### src/rtl/rxs_pkg.sv
package rxs_pkg;
  localparam int unsigned RXS_DATA_W = 8;
  localparam int unsigned RXS_STAT_W = 8;

  // status bit positions
  localparam int unsigned ST_DR   = 0;
  localparam int unsigned ST_OE   = 1;
  localparam int unsigned ST_PAR  = 2;
  localparam int unsigned ST_FRM  = 3;
  localparam int unsigned ST_BRK  = 4;
  localparam int unsigned ST_THE  = 5;
  localparam int unsigned ST_TEMT = 6;
  localparam int unsigned ST_FERR = 7;

  typedef struct packed {
    logic                  brk;
    logic                  frm;
    logic                  par;
    logic [RXS_DATA_W-1:0] data;
  } rx_entry_t;

  function automatic logic entry_has_err(rx_entry_t e);
    return e.brk | e.frm | e.par;
  endfunction
endpackage

### src/rtl/rxs_store.sv
module rxs_store
  import rxs_pkg::*;
#(
  parameter int unsigned DEPTH = 16,
  localparam int unsigned PTR_W = (DEPTH > 1) ? $clog2(DEPTH) : 1,
  localparam int unsigned CNT_W = $clog2(DEPTH + 1)
) (
  input  logic             clk_i,
  input  logic             rst_ni,
  input  logic             flush_i,
  input  logic             push_i,
  input  logic             pop_i,
  input  logic             replace_i,
  input  rx_entry_t        wr_entry_i,
  output rx_entry_t        head_o,
  output logic [CNT_W-1:0] count_o
);
  rx_entry_t        mem_q [DEPTH];
  logic [PTR_W-1:0] rd_ptr_q, wr_ptr_q;
  logic [CNT_W-1:0] cnt_q;

  function automatic logic [PTR_W-1:0] ptr_inc(logic [PTR_W-1:0] p);
    return (p == PTR_W'(DEPTH - 1)) ? '0 : p + PTR_W'(1);
  endfunction

  always_ff @(posedge clk_i or negedge rst_ni) begin
    if (!rst_ni) begin
      rd_ptr_q <= '0;
      wr_ptr_q <= '0;
      cnt_q    <= '0;
    end else if (flush_i) begin
      rd_ptr_q <= '0;
      wr_ptr_q <= '0;
      cnt_q    <= '0;
    end else begin
      if (push_i) wr_ptr_q <= ptr_inc(wr_ptr_q);
      if (pop_i)  rd_ptr_q <= ptr_inc(rd_ptr_q);
      cnt_q <= cnt_q + CNT_W'(push_i) - CNT_W'(pop_i);
    end
  end

  // storage has no reset; head is qualified by count
  always_ff @(posedge clk_i) begin
    if (!flush_i) begin
      if (push_i)         mem_q[wr_ptr_q] <= wr_entry_i;
      else if (replace_i) mem_q[rd_ptr_q] <= wr_entry_i;
    end
  end

  assign head_o  = mem_q[rd_ptr_q];
  assign count_o = cnt_q;
endmodule

### src/rtl/rxs_err_track.sv
module rxs_err_track #(
  parameter int unsigned DEPTH = 16,
  localparam int unsigned CNT_W = $clog2(DEPTH + 1)
) (
  input  logic clk_i,
  input  logic rst_ni,
  input  logic flush_i,
  input  logic push_i,
  input  logic pop_i,
  input  logic replace_i,
  input  logic new_err_i,
  input  logic head_err_i,
  output logic any_err_o
);
  logic [CNT_W-1:0] err_cnt_q;
  logic             inc, dec_pop, dec_rep;

  assign inc     = (push_i | replace_i) & new_err_i;
  assign dec_pop = pop_i & head_err_i;
  assign dec_rep = replace_i & head_err_i;

  always_ff @(posedge clk_i or negedge rst_ni) begin
    if (!rst_ni)      err_cnt_q <= '0;
    else if (flush_i) err_cnt_q <= '0;
    else              err_cnt_q <= err_cnt_q + CNT_W'(inc) - CNT_W'(dec_pop) - CNT_W'(dec_rep);
  end

  assign any_err_o = (err_cnt_q != '0);
endmodule

### src/rtl/rxs_status.sv
module rxs_status
  import rxs_pkg::*;
(
  input  logic                  clk_i,
  input  logic                  rst_ni,
  input  logic                  ovf_evt_i,
  input  logic                  rd_stat_i,
  input  logic                  dr_i,
  input  rx_entry_t             head_i,
  input  logic                  any_err_i,
  input  logic                  tx_hold_empty_i,
  input  logic                  tx_empty_i,
  input  logic                  ie_rx_data_i,
  input  logic                  ie_line_i,
  output logic [RXS_STAT_W-1:0] stat_o,
  output logic                  irq_rx_data_o,
  output logic                  irq_line_o
);
  logic oe_q;

  // a new overrun beats a simultaneous status read
  always_ff @(posedge clk_i or negedge rst_ni) begin
    if (!rst_ni)        oe_q <= 1'b0;
    else if (ovf_evt_i) oe_q <= 1'b1;
    else if (rd_stat_i) oe_q <= 1'b0;
  end

  always_comb begin
    stat_o          = '0;
    stat_o[ST_DR]   = dr_i;
    stat_o[ST_OE]   = oe_q;
    stat_o[ST_PAR]  = dr_i & head_i.par;
    stat_o[ST_FRM]  = dr_i & head_i.frm;
    stat_o[ST_BRK]  = dr_i & head_i.brk;
    stat_o[ST_THE]  = tx_hold_empty_i;
    stat_o[ST_TEMT] = tx_empty_i;
    stat_o[ST_FERR] = any_err_i;
  end

  assign irq_rx_data_o = ie_rx_data_i & dr_i;
  assign irq_line_o    = ie_line_i & (oe_q | (dr_i & entry_has_err(head_i)));
endmodule

### src/rtl/rx_line_status.sv
module rx_line_status
  import rxs_pkg::*;
#(
  parameter int unsigned DEPTH = 16
) (
  input  logic                  clk_i,
  input  logic                  rst_ni,
  input  logic                  fifo_en_i,
  input  logic                  wr_i,
  input  logic [RXS_DATA_W-1:0] wr_data_i,
  input  logic                  wr_par_err_i,
  input  logic                  wr_frm_err_i,
  input  logic                  wr_brk_i,
  input  logic                  rd_buf_i,
  input  logic                  rd_stat_i,
  input  logic                  ie_rx_data_i,
  input  logic                  ie_line_i,
  input  logic                  tx_hold_empty_i,
  input  logic                  tx_empty_i,
  output logic [RXS_DATA_W-1:0] rx_data_o,
  output logic [RXS_STAT_W-1:0] stat_o,
  output logic                  irq_rx_data_o,
  output logic                  irq_line_o
);
  localparam int unsigned CNT_W = $clog2(DEPTH + 1);

  rx_entry_t             wr_entry, head;
  logic [CNT_W-1:0]      count;
  logic                  fifo_en_q, flush, empty, full, room;
  logic                  do_pop, push, ovf, replace, any_err;
  logic [RXS_DATA_W-1:0] rx_data_q;

  assign wr_entry = '{brk: wr_brk_i, frm: wr_frm_err_i, par: wr_par_err_i, data: wr_data_i};

  always_ff @(posedge clk_i or negedge rst_ni) begin
    if (!rst_ni) fifo_en_q <= 1'b0;
    else         fifo_en_q <= fifo_en_i;
  end

  assign flush   = fifo_en_i ^ fifo_en_q;
  assign empty   = (count == '0);
  assign full    = (count == CNT_W'(DEPTH));
  assign room    = fifo_en_i ? !full : empty;
  assign do_pop  = rd_buf_i & !empty & !flush;
  assign push    = wr_i & !flush & (room | do_pop);
  assign ovf     = wr_i & !flush & !room & !do_pop;
  assign replace = ovf & !fifo_en_i;

  rxs_store #(.DEPTH(DEPTH)) u_store (
    .clk_i      (clk_i),
    .rst_ni     (rst_ni),
    .flush_i    (flush),
    .push_i     (push),
    .pop_i      (do_pop),
    .replace_i  (replace),
    .wr_entry_i (wr_entry),
    .head_o     (head),
    .count_o    (count)
  );

  rxs_err_track #(.DEPTH(DEPTH)) u_err (
    .clk_i      (clk_i),
    .rst_ni     (rst_ni),
    .flush_i    (flush),
    .push_i     (push),
    .pop_i      (do_pop),
    .replace_i  (replace),
    .new_err_i  (entry_has_err(wr_entry)),
    .head_err_i (entry_has_err(head)),
    .any_err_o  (any_err)
  );

  always_ff @(posedge clk_i or negedge rst_ni) begin
    if (!rst_ni)     rx_data_q <= '0;
    else if (do_pop) rx_data_q <= head.data;
  end
  assign rx_data_o = rx_data_q;

  rxs_status u_status (
    .clk_i           (clk_i),
    .rst_ni          (rst_ni),
    .ovf_evt_i       (ovf),
    .rd_stat_i       (rd_stat_i),
    .dr_i            (!empty),
    .head_i          (head),
    .any_err_i       (any_err),
    .tx_hold_empty_i (tx_hold_empty_i),
    .tx_empty_i      (tx_empty_i),
    .ie_rx_data_i    (ie_rx_data_i),
    .ie_line_i       (ie_line_i),
    .stat_o          (stat_o),
    .irq_rx_data_o   (irq_rx_data_o),
    .irq_line_o      (irq_line_o)
  );
endmodule

### config.mk
export PLATFORM = sky130hd
export DESIGN_NAME = rx_line_status
export DESIGN_NICKNAME = d
export VERILOG_FILES = /design/src/rtl/rxs_pkg.sv /design/src/rtl/rxs_store.sv /design/src/rtl/rxs_err_track.sv /design/src/rtl/rxs_status.sv /design/src/rtl/rx_line_status.sv
export SDC_FILE = /design/constraint.sdc
export NUM_CORES = 1
export LEC_CHECK = 0
export ABC_AREA = 1
export CAP_MARGIN = 30
export CORE_ASPECT_RATIO = 1.1
export CORE_MARGIN = 3
export CORE_UTILIZATION = 52
export DETAILED_ROUTE_END_ITERATION = 12
export DONT_BUFFER_PORTS = 1
export PLACE_DENSITY = 0.67
export SETUP_SLACK_MARGIN = 0.4
export SLEW_MARGIN = 20
export SYNTH_ARGS = -nofsm -noshare
export SYNTH_HDL_FRONTEND = slang
export SYNTH_SLANG_ARGS = --single-unit
### constraint.sdc
create_clock -name clk_i -period 4.9 [get_ports clk_i]
set_input_delay 0.49 -clock clk_i [delete_from_list [all_inputs] [get_ports clk_i]]
set_output_delay 0.49 -clock clk_i [all_outputs]
set_load 0.01 [all_outputs]
After elaboration in Yosys (flattened, before gate mapping)
Memory sizes are Yosys's and may differ from the RTL's. Cells that the tools add are included.

Bitwise operators: 24. Add/subtract/negate cells: 7. Reduce and logical (&&, ||, !) cells: 12. Eq/ne operators: 3. Multiplexer cells: 21.

Operators by type and width (count): 4-bit two-way mux (7); 1-bit bitwise AND (16); 5-bit by 1-bit subtractor with 5-bit output (3); 1-bit two-way mux (11); 11-bit two-way mux (1); 11-bit OR reduction (1); 5-bit by 1-bit adder with 5-bit output (2); 5-bit two-way mux (2); 4-bit by 1-bit adder with 4-bit output, second input constant (2); 4-bit == test, second input constant (2); 1-bit bitwise OR (7); 1-bit logical NOT (6); 2-bit nonzero test (3); 5-bit == test, second input constant (1); 5-bit logical NOT (1); 5-bit nonzero test (1); 1-bit bitwise XOR (1).

Memories kept: 1. Input bits: 21. Output and inout port bits: 18. Register bits: 28. Word-level logic and storage cells: 75. Memory bits (writable): 176.

Memories: u_store.mem_q (depth 16, width 11, rd ports 1, clocked after Yosys merged registers in 0, wr ports 1, RTL line rxs_store.sv:18) `rx_entry_t mem_q [DEPTH];`.

Depth between registers and ports, before layout
Gate-level depths: netlist of the first run.

Depth in word-level cells: 13. Mapped depth: 22. Mapped depth without buffers: 20.

Modules after synthesis
Synthesis of the first run repeated with hierarchy kept, for this count alone.

Cell total of the unflattened synthesis: 1010. Area, all modules: 9619.2 um2.

By module, submodules not included: rxs_store (seq. area each 5610.4 um2, times used 1, area each 8643.3 um2, cells an instance 884); rx_line_status (seq. area each 225.2 um2, times used 1, area each 455.4 um2, cells an instance 57); rxs_err_track (seq. area each 125.1 um2, times used 1, area each 397.9 um2, cells an instance 48); rxs_status (seq. area each 25.0 um2, times used 1, area each 122.6 um2, cells an instance 21).

Least setup slack after synthesis of the first run
No wires, ideal clock.

Path type: flip-flop to flip-flop. Start point: register u_store.cnt_q[3], in the netlist u_store.count_o[3]. End point: register u_err.err_cnt_q[3]. Setup time: 76 ps. Data arrival time: 3080 ps. Path slack: 1744 ps. Period minus slack after synthesis: 3156 ps. Buffers on the path: 2. Cell stages (with the launch flop): 17. Data required time: 4824 ps. Cells stage by stage: dfrtp_1 -> inv_1 -> ha_1 -> nand2_1 -> nor2_2 -> nand2_2 -> nand3_2 -> buf_4 -> clkbuf_1 -> nor2_1 -> fa_1 -> inv_1 -> ha_1 -> ha_1 -> fa_1 -> xor2_1 -> nor2_1.

Longest elaborated chain between the ends: 13. Elaborated cells between the ends (all ways): 22. Classes of those cells: add/sub (3); eq/ne (1); mux (2); bitwise (11); reduce/logical (5).

Ends and longest elaborated chain: start, declared (RTL line rxs_store.sv:20) `logic [CNT_W-1:0] cnt_q;`; start signal, assigned (RTL line rxs_store.sv:38) `cnt_q <= cnt_q + CNT_W'(push_i) - CNT_W'(pop_i);`; 5-bit logical NOT * (RTL line rx_line_status.sv:41) `assign empty = (count == '0);`; 1-bit logical NOT *; net u_status.dr_i (RTL line rxs_status.sv:8) `input logic dr_i,`; 1-bit bitwise AND * (2 in series) (RTL line rx_line_status.sv:44) `assign do_pop = rd_buf_i & !empty & !flush;`; 1-bit logical NOT (RTL line rx_line_status.sv:46) `assign ovf = wr_i & !flush & !room & !do_pop;`; 1-bit bitwise AND (RTL line rx_line_status.sv:46); 1-bit bitwise AND (RTL line rx_line_status.sv:47) `assign replace = ovf & !fifo_en_i;`; 1-bit bitwise OR (RTL line rxs_err_track.sv:18) `assign inc = (push_i | replace_i) & new_err_i;`; 1-bit bitwise AND (RTL line rxs_err_track.sv:18); 5-bit by 1-bit adder with 5-bit output (RTL line rxs_err_track.sv:25) `else err_cnt_q <= err_cnt_q + CNT_W'(inc) - CNT_W'(dec_pop) - CNT_W'(dec_rep);`; 5-bit by 1-bit subtractor with 5-bit output (RTL line rxs_err_track.sv:25); 5-bit by 1-bit subtractor with 5-bit output * (RTL line rxs_err_track.sv:25); 5-bit two-way mux * (RTL line rxs_err_track.sv:24) `else if (flush_i) err_cnt_q <= '0;`; end signal, assigned (RTL line rxs_err_track.sv:25); end, declared (RTL line rxs_err_track.sv:15) `logic [CNT_W-1:0] err_cnt_q;`.

Mark *: on every way through the listed nets, which the timed path passes. The rest lies on a longest branch. A chain may end at the register's enable or synchronous reset.

Worst setup path in the final report of the first run
Start point: register u_store.rd_ptr_q[2]. End point: register u_err.err_cnt_q[3].

Longest elaborated chain between the ends: 7. Elaborated cells between the ends (all ways): 8. Classes of those cells: add/sub (2); mux (1); bitwise (4); memory (1).

Ends and longest elaborated chain: start, declared (RTL line rxs_store.sv:19) `logic [PTR_W-1:0] rd_ptr_q, wr_ptr_q;`; start signal, assigned (RTL line rxs_store.sv:37) `if (pop_i) rd_ptr_q <= ptr_inc(rd_ptr_q);`; memory read 16 x 11 bit *; 1-bit bitwise OR (RTL line rxs_pkg.sv:23) `return e.brk | e.frm | e.par;`; 1-bit bitwise OR * (RTL line rxs_pkg.sv:23); 1-bit bitwise AND (RTL line rxs_err_track.sv:19) `assign dec_pop = pop_i & head_err_i;`; 5-bit by 1-bit subtractor with 5-bit output (RTL line rxs_err_track.sv:25); 5-bit by 1-bit subtractor with 5-bit output * (RTL line rxs_err_track.sv:25); 5-bit two-way mux * (RTL line rxs_err_track.sv:24).

Mark *: on every way between the ends. The rest lies on a longest branch, timed or not.

==> results of run 1 <==
[report_power, final]
part	internal, mW	total [mW]	switching [mW]
combinational	0.406	1.31	0.901
sequential	2.01	2.13	0.115
clock	1.10	1.72	0.622
total	3.52	5.16	1.64
[metal layers]
| layer | up-vias | routed length, microns | part of all wire (%) | GRT usage (%) |
|---|---|---|---|---|
| met4 | 0 | 489 | 2.4 | 7.55 |
| met1 | 2808 | 8310 | 40 | 30.4 |
| met2 | 233 | 10300 | 50 | 37.3 |
| li1 | 2642 | - | - | - |
| met3 | 46 | 1470 | 7.1 | 3.75 |
| met5 | - | 0 | 0 | 0 |
[layout make-up]
class                      instances  area (sq um)  share of cell area (%)
clock buffer                      25           541                    5.55
clock inverter                    11           200                    2.05
inverter                          48           180                    1.85
multi-input combinational        456          2380                    24.4
sequential                       204          5990                    61.4
tap                              204           255                    2.62
timing repair buffer              25           203                    2.08
[synthesized netlist by cell type, types with 3 or more instances]
| library cell | number | area [sq um] |
|---|---|---|
| edfxtp_1 | 176 | 5290 |
| nor2_1 | 116 | 435 |
| dfrtp_1 | 28 | 701 |
| o211ai_1 | 17 | 128 |
| nand3_2 | 5 | 50.1 |
| nand2_1 | 133 | 499 |
| xor2_1 | 4 | 35.0 |
| nand3_1 | 19 | 95.1 |
| clkbuf_1 | 22 | 82.6 |
| nand4_1 | 4 | 25.0 |
| inv_1 | 42 | 158 |
| buf_2 | 9 | 45.0 |
| inv_2 | 5 | 18.8 |
| buf_4 | 8 | 60.1 |
| o21ai_0 | 75 | 375 |
| o221ai_1 | 17 | 149 |
| o21ai_2 | 3 | 26.3 |
| ha_1 | 13 | 163 |
| o22ai_1 | 18 | 113 |
| o21ai_1 | 4 | 20.0 |
| fa_1 | 3 | 60.1 |
| a21oi_1 | 11 | 55.1 |
[per-stage QoR]
| stage | std cells | worst slack (ns) | hold slack [ns] | utilization (%) |
|---|---|---|---|---|
| after floorplan | 751 | 1.74 | 0.194 | - |
| after detailed placement | 935 | 0.931 | 0.195 | 54.6 |
| final | 973 | 0.848 | 0.0277 | 59.3 |
| after global placement | 935 | 1.08 | 0.195 | 54.6 |
| after global routing | 973 | 0.586 | 0.0108 | 59.3 |
| after CTS | 973 | 0.875 | 0.0118 | 59.3 |
[cell families after synthesis]
family / count (synthesis)
compound gates: 150
xor+xnor: 7
fa+ha+maj: 16
buf+inv: 91
flops: 204
simple gates: 283
[cells in the final DEF, fill, tap and decap left out, types with 2 or more instances in the layout]
cell       Yosys  routed
o21ai_1        4       4
o211ai_1      17      17
buf_4          8      23
o221ai_1      17      17
clkbuf_16      0      21
nand3_2        5       5
bufinv_16      0       6
inv_2          5       5
o21ai_2        3       3
dfrtp_1       28      27
fa_1           3       3
o22ai_1       18      18
nand3_1       19      19
a21oi_1       11      11
clkinv_1       1       5
o21ai_0       75      75
clkbuf_1      22       4
ha_1          13      13
nand4_1        4       4
nor2_1       116     116
inv_1         42      42
edfxtp_1     176     176
nand2_1      133     133
nand2_2        2       2
xnor2_1        2       2
a31oi_1        2       2
xor2_1         4       4
[path summary, 6_finish.rpt]
kind	from	endpoint	slack, ns	depth (start not counted)
worst max-delay path	u_store.rd_ptr_q[2]	u_err.err_cnt_q[3]	0.85	19
worst min-delay path	fifo_en_i	fifo_en_q	0.03	0
worst max register to register	u_store.rd_ptr_q[2]	u_err.err_cnt_q[3]	0.85	19
worst min register to register	rx_data_o[5]	rx_data_o[5]	0.55	2
max in group asynchronous	rst_ni	u_store.rd_ptr_q[0]	4.28	2
min in group asynchronous	rst_ni	rx_data_o[5]	0.44	2
[worst max-delay path, delay by kind of cell (launching register included)]
family                   cells  cell delay, ns
XOR/XNOR                     1            0.17
adder cells (fa/ha/maj)      4            1.37
buffers and inverters        4            0.84
flip-flops                   1            0.32
AND/OR/NAND/NOR             10            1.25
[what timing repair did]
action | in CTS | in global routing
gates resized for setup | 0 | 0
hold buffers | 2 | 0
hold endpoints to repair | 28 | 0
[flip-flops by register name (all words and copies together), names as in the netlist]
signal,cells
u_store.mem_q,176
rx_data_o,8
u_err.err_cnt_q,5
u_store.count_o,5
u_store.rd_ptr_q,4
u_store.wr_ptr_q,4
fifo_en_q,1
u_status.oe_q,1
==> flow_summary.yaml, run 1 <==
grt:
  grt_max_degree: 47
  gr-total-overflow: 0
  antenna_found_initial: 0
  first_global_vias: 5657
  grt.total_usage_pct: 22.5
  grt_pass1_wl_mm: 31.6
power:
  powerDensity_nw_per_um2: 529
  ir_worst_vdd_mv: 0.315
  p_total_mw: 5.16
  leakagePower_nw: 3.60
final_layout:
  antenna_cells: 0
  fin_area_sq_um: 9750
  fillers: 1297
  drive_gt1_share_pct: 9.62
  final_nets: 793
  area_growth_pct: 11.3
logic_synthesis:
  async_flop_share_pct: 13.7
  syn_inst: 751
  syn_avg_cell_area_sq_um: 11.7
  muxShareOfSynthArea_pct: 0
  synth_top_family_by_area: "simple AND/OR/NAND/NOR gates"
  synth-simple-area-share_pct: 13.3
  yosysWarnings: 0
  ys_types: 37
  synth_seq_cells: 204
  synth-compound-area-share_pct: 10.4
  ys_seq_area_share_pct: 68.4
  synth-edff-count: 176
  synth_ff_type: "edfxtp_1"
  synth_nets: 788
  synth_xor_area_share_pct: 0.914
  synth_adder_area_share_pct: 2.54
  syn_area_sq_um: 8760
placement:
  hpwl_mm: 12.6
  placed_area_sq_um: 8970
  port_buffers: 0
  gp_congestion: 0.905
min_path:
  hold_path_class: "in2reg"
timing:
  slew_violations: 0
  worst_clock_skew_ns: 0.0112
  worst_pin_slew_ns: 0.712
  rsz0062_at_grt: "false"
  fin_crit_sh_pct: 82.7
  setup_tns_ns: 0
  fin_crit_ns: 4.05
  fmax_ghz: 0.247
  worst_slew_margin_rel_pct: 52.4
  report.final.hold_viol_count: 0
  setup_violations: 0
cts:
  cts_buffer_depth: 3
  cts_tree: "built"
  cts_max_level: 1
  insertion_delay_ns: 0.50
  cts_num_sinks: 204
  cts_made_buffers: 21
  clk_pin_slew_worst_paths_ns: 0.06
  cts_setup_buffers: 0
  cts_root_buf: "clkbuf_16"
critical_path:
  crit_type: "reg2reg"
  worstPathCellList: "buf_4 > inv_1 > nor2_1 > nand3_1 > nand2_1 > nor2_1 > nand2_1 > nand2_1 > nor2_1 > nand2_1 > inv_1 > nor2_1 > fa_1 > ha_1 > inv_1 > ha_1 > fa_1 > xor2_1 > nor2_1"
  crit_fanout: 30
  cp.required_ns: 5.31
  crit_top_cell: "nor2_1"
  slowest_delay_ns: 0.43
  arrival_ns: 4.46
  start_kind: "register"
  end_kind: "register"
  slowest_stage: "fa_1"
floorplan:
  dieHeight_microns: 142
  die-width_microns: 130
  core_area_sq_um: 16400
  rows: 49
  io_pins: 39
  initial_core_util_pct: 53.3
  die-area_sq_um: 18400
flow_run:
  maxCapViolations: 0
route:
  routedWlPerCell_microns: 21.1
  routed_wl_mm: 20.6
  vias_per_cell: 5.89
  ant_nets: 0
  first_pass_iters: 5
  dr_total_vias: 5729
  drt-initial-drc-count: 542
  drc: 0
outcome:
  run_status: "complete, no violations"
Note: power is estimated with default switching activity, not from simulation.
==> inputs of run 2 (changes only) <==
==> constraint.sdc (replaced) <==
create_clock -name clk_i -period 3.95 [get_ports clk_i]
set_input_delay 0.395 -clock clk_i [delete_from_list [all_inputs] [get_ports clk_i]]
set_output_delay 0.395 -clock clk_i [all_outputs]
set_load 0.01 [all_outputs]
==> run 2 against run 1 <==
Against the previous run: utilization increased by 1.6 points; maximum frequency increased by 23%; count of clock-buffer cells in the layout increased by 4; sequential share of layout area decreased by 1.6 points; die area unchanged; hold slack improved by 0.13 ns; setup slack got worse by 0.20 ns; cell area increased by 2.7%; critical path depth decreased by 2; via count increased by 1.6%.
==> flow_summary.yaml, run 2 (synthesis results as in run 1) <==
outcome:
  run_status: "complete, no violations"
critical_path:
  crit_fanout: 7
  arrival_ns: 3.72
  slowest_stage: "fa_1"
  slowest_delay_ns: 0.49
  end_kind: "register"
  worstPathCellList: "inv_1 > ha_1 > nand2_1 > nor2_2 > nand2_4 > o21ai_2 > nor2_4 > nand3_4 > nand2_4 > o31ai_1 > fa_1 > inv_1 > ha_1 > ha_1 > fa_1 > xor2_1 > nor2_1"
  start_kind: "register"
  cp.required_ns: 4.38
  crit_type: "reg2reg"
  crit_top_cell: "ha_1"
final_layout:
  regMostFlops: "u_store.mem_q"
  antenna_cells: 0
  layout_commonest_cell: "edfxtp_1"
  drive_gt1_share_pct: 11.3
  largest_register_ffs: 176
  area_growth_pct: 14.3
  final_nets: 816
  final_cell_mix: "edfxtp_1, nand2_1, nor2_1, o21ai_0, inv_1"
timing:
  worst_clock_skew_ns: 0.00845
  worst_pin_slew_ns: 0.806
  fin_crit_sh_pct: 83.5
  fin_crit_ns: 3.30
  hold_slack_ns: 0.160
  report.final.hold_viol_count: 0
  rsz0062_at_grt: "false"
  setup_violations: 0
  fmax_ghz: 0.303
  fin_ws_ns: 0.653
  setup_tns_ns: 0
  worst_slew_margin_rel_pct: 46.1
  slew_violations: 0
power:
  p_total_mw: 6.45
  powerDensity_nw_per_um2: 644
  ir_worst_vdd_mv: 0.432
  leakagePower_nw: 3.70
route:
  ant_nets: 0
  first_pass_iters: 5
  vias_per_cell: 5.83
  drt-initial-drc-count: 633
  routed_wl_mm: 20.6
  dr_total_vias: 5821
  drc: 0
  routedWlPerCell_microns: 20.6
cts:
  clk_pin_slew_worst_paths_ns: 0.06
  insertion_delay_ns: 0.50
  cts_max_level: 1
  cts_num_sinks: 204
  cts_buffer_depth: 3
  cts_tree: "built"
  cts_made_buffers: 22
  cts_root_buf: "clkbuf_16"
grt:
  gr-total-overflow: 0
  met2_usage_pct: 35.7
  grt.busiest_layer: "met2"
  antenna_found_initial: 0
  use_met3_pct: 3.27
  grt_max_degree: 97
  globalRouteMet1Util_pct: 31.1
  first_global_vias: 5643
  grt.total_usage_pct: 22.1
  grt_pass1_wl_mm: 31.2
floorplan:
  rows: 49
  die-area_sq_um: 18400
  core_area_sq_um: 16400
  die-width_microns: 130
  initial_core_util_pct: 53.3
  dieHeight_microns: 142
  io_pins: 39
placement:
  hpwl_mm: 12.1
  gp_congestion: 0.828
  place_ws_ns: 0.387
  port_buffers: 0
flow_run:
  maxCapViolations: 0
min_path:
  hold_path_class: "in2reg"
==> run 2: through the flow <==
stage               area [sq um]  cells  utilization [%]
finish                     10000    999             60.9
global route               10000    999             60.9
CTS                         9900    993             60.3
detailed placement          9010    938             54.8
global placement            9010    938             54.8
floorplan                   8760    751                -
==> run 2: worst paths after layout <==
check | from | endpoint | slack, ns | cells after the start
worst max-delay path | u_store.count_o[2] | u_err.err_cnt_q[3] | 0.65 | 17
worst min-delay path | rd_buf_i | u_store.rd_ptr_q[3] | 0.16 | 2
worst max register to register | u_store.count_o[2] | u_err.err_cnt_q[3] | 0.65 | 17
worst min register to register | rx_data_o[5] | rx_data_o[5] | 0.56 | 2
max in group asynchronous | rst_ni | u_store.rd_ptr_q[1] | 3.45 | 2
min in group asynchronous | rst_ni | u_err.err_cnt_q[4] | 0.32 | 2
==> run 2: where the power goes <==
part,internal [mW],switching [mW]
sequential,2.50,0.113
clock,1.26,0.805
combinational,0.573,1.19
==> run 2: what timing repair did <==
item                                    CTS  global route
buffers inserted                          0             5
resized for setup                         1            14
endpoints found under the hold margin   206             0
gates cloned                              0             1
endpoints found under the setup margin    2             3
pin swaps                                 0             2
hold buffers                             15             0
==> run 2: final cells by class <==
type                    instances  area [sq um]
inverters                      48           189
multi-input cells             456          2400
repair buffers                 47           445
clock buffers                  29           598
flip-flops and latches        204          5990
clock inverters                11           131
fillers                      1249          6420
well taps                     204           255
==> run 2: layer usage <==
layer / vias up / part of all wire, %
met5: - / 0
met4: 0 / 2.8
met3: 51 / 7.5
met2: 216 / 48
met1: 2857 / 41
li1: 2697 / -
==> run 2: worst max-delay path, delay by kind of cell (launching register included) <==
kind            cells  cell delay [ns]
xor+xnor            1             0.17
buf+inv             2             0.12
compound gates      2             0.21
simple gates        7             0.83
fa+ha+maj           5             1.52
flops               1             0.36
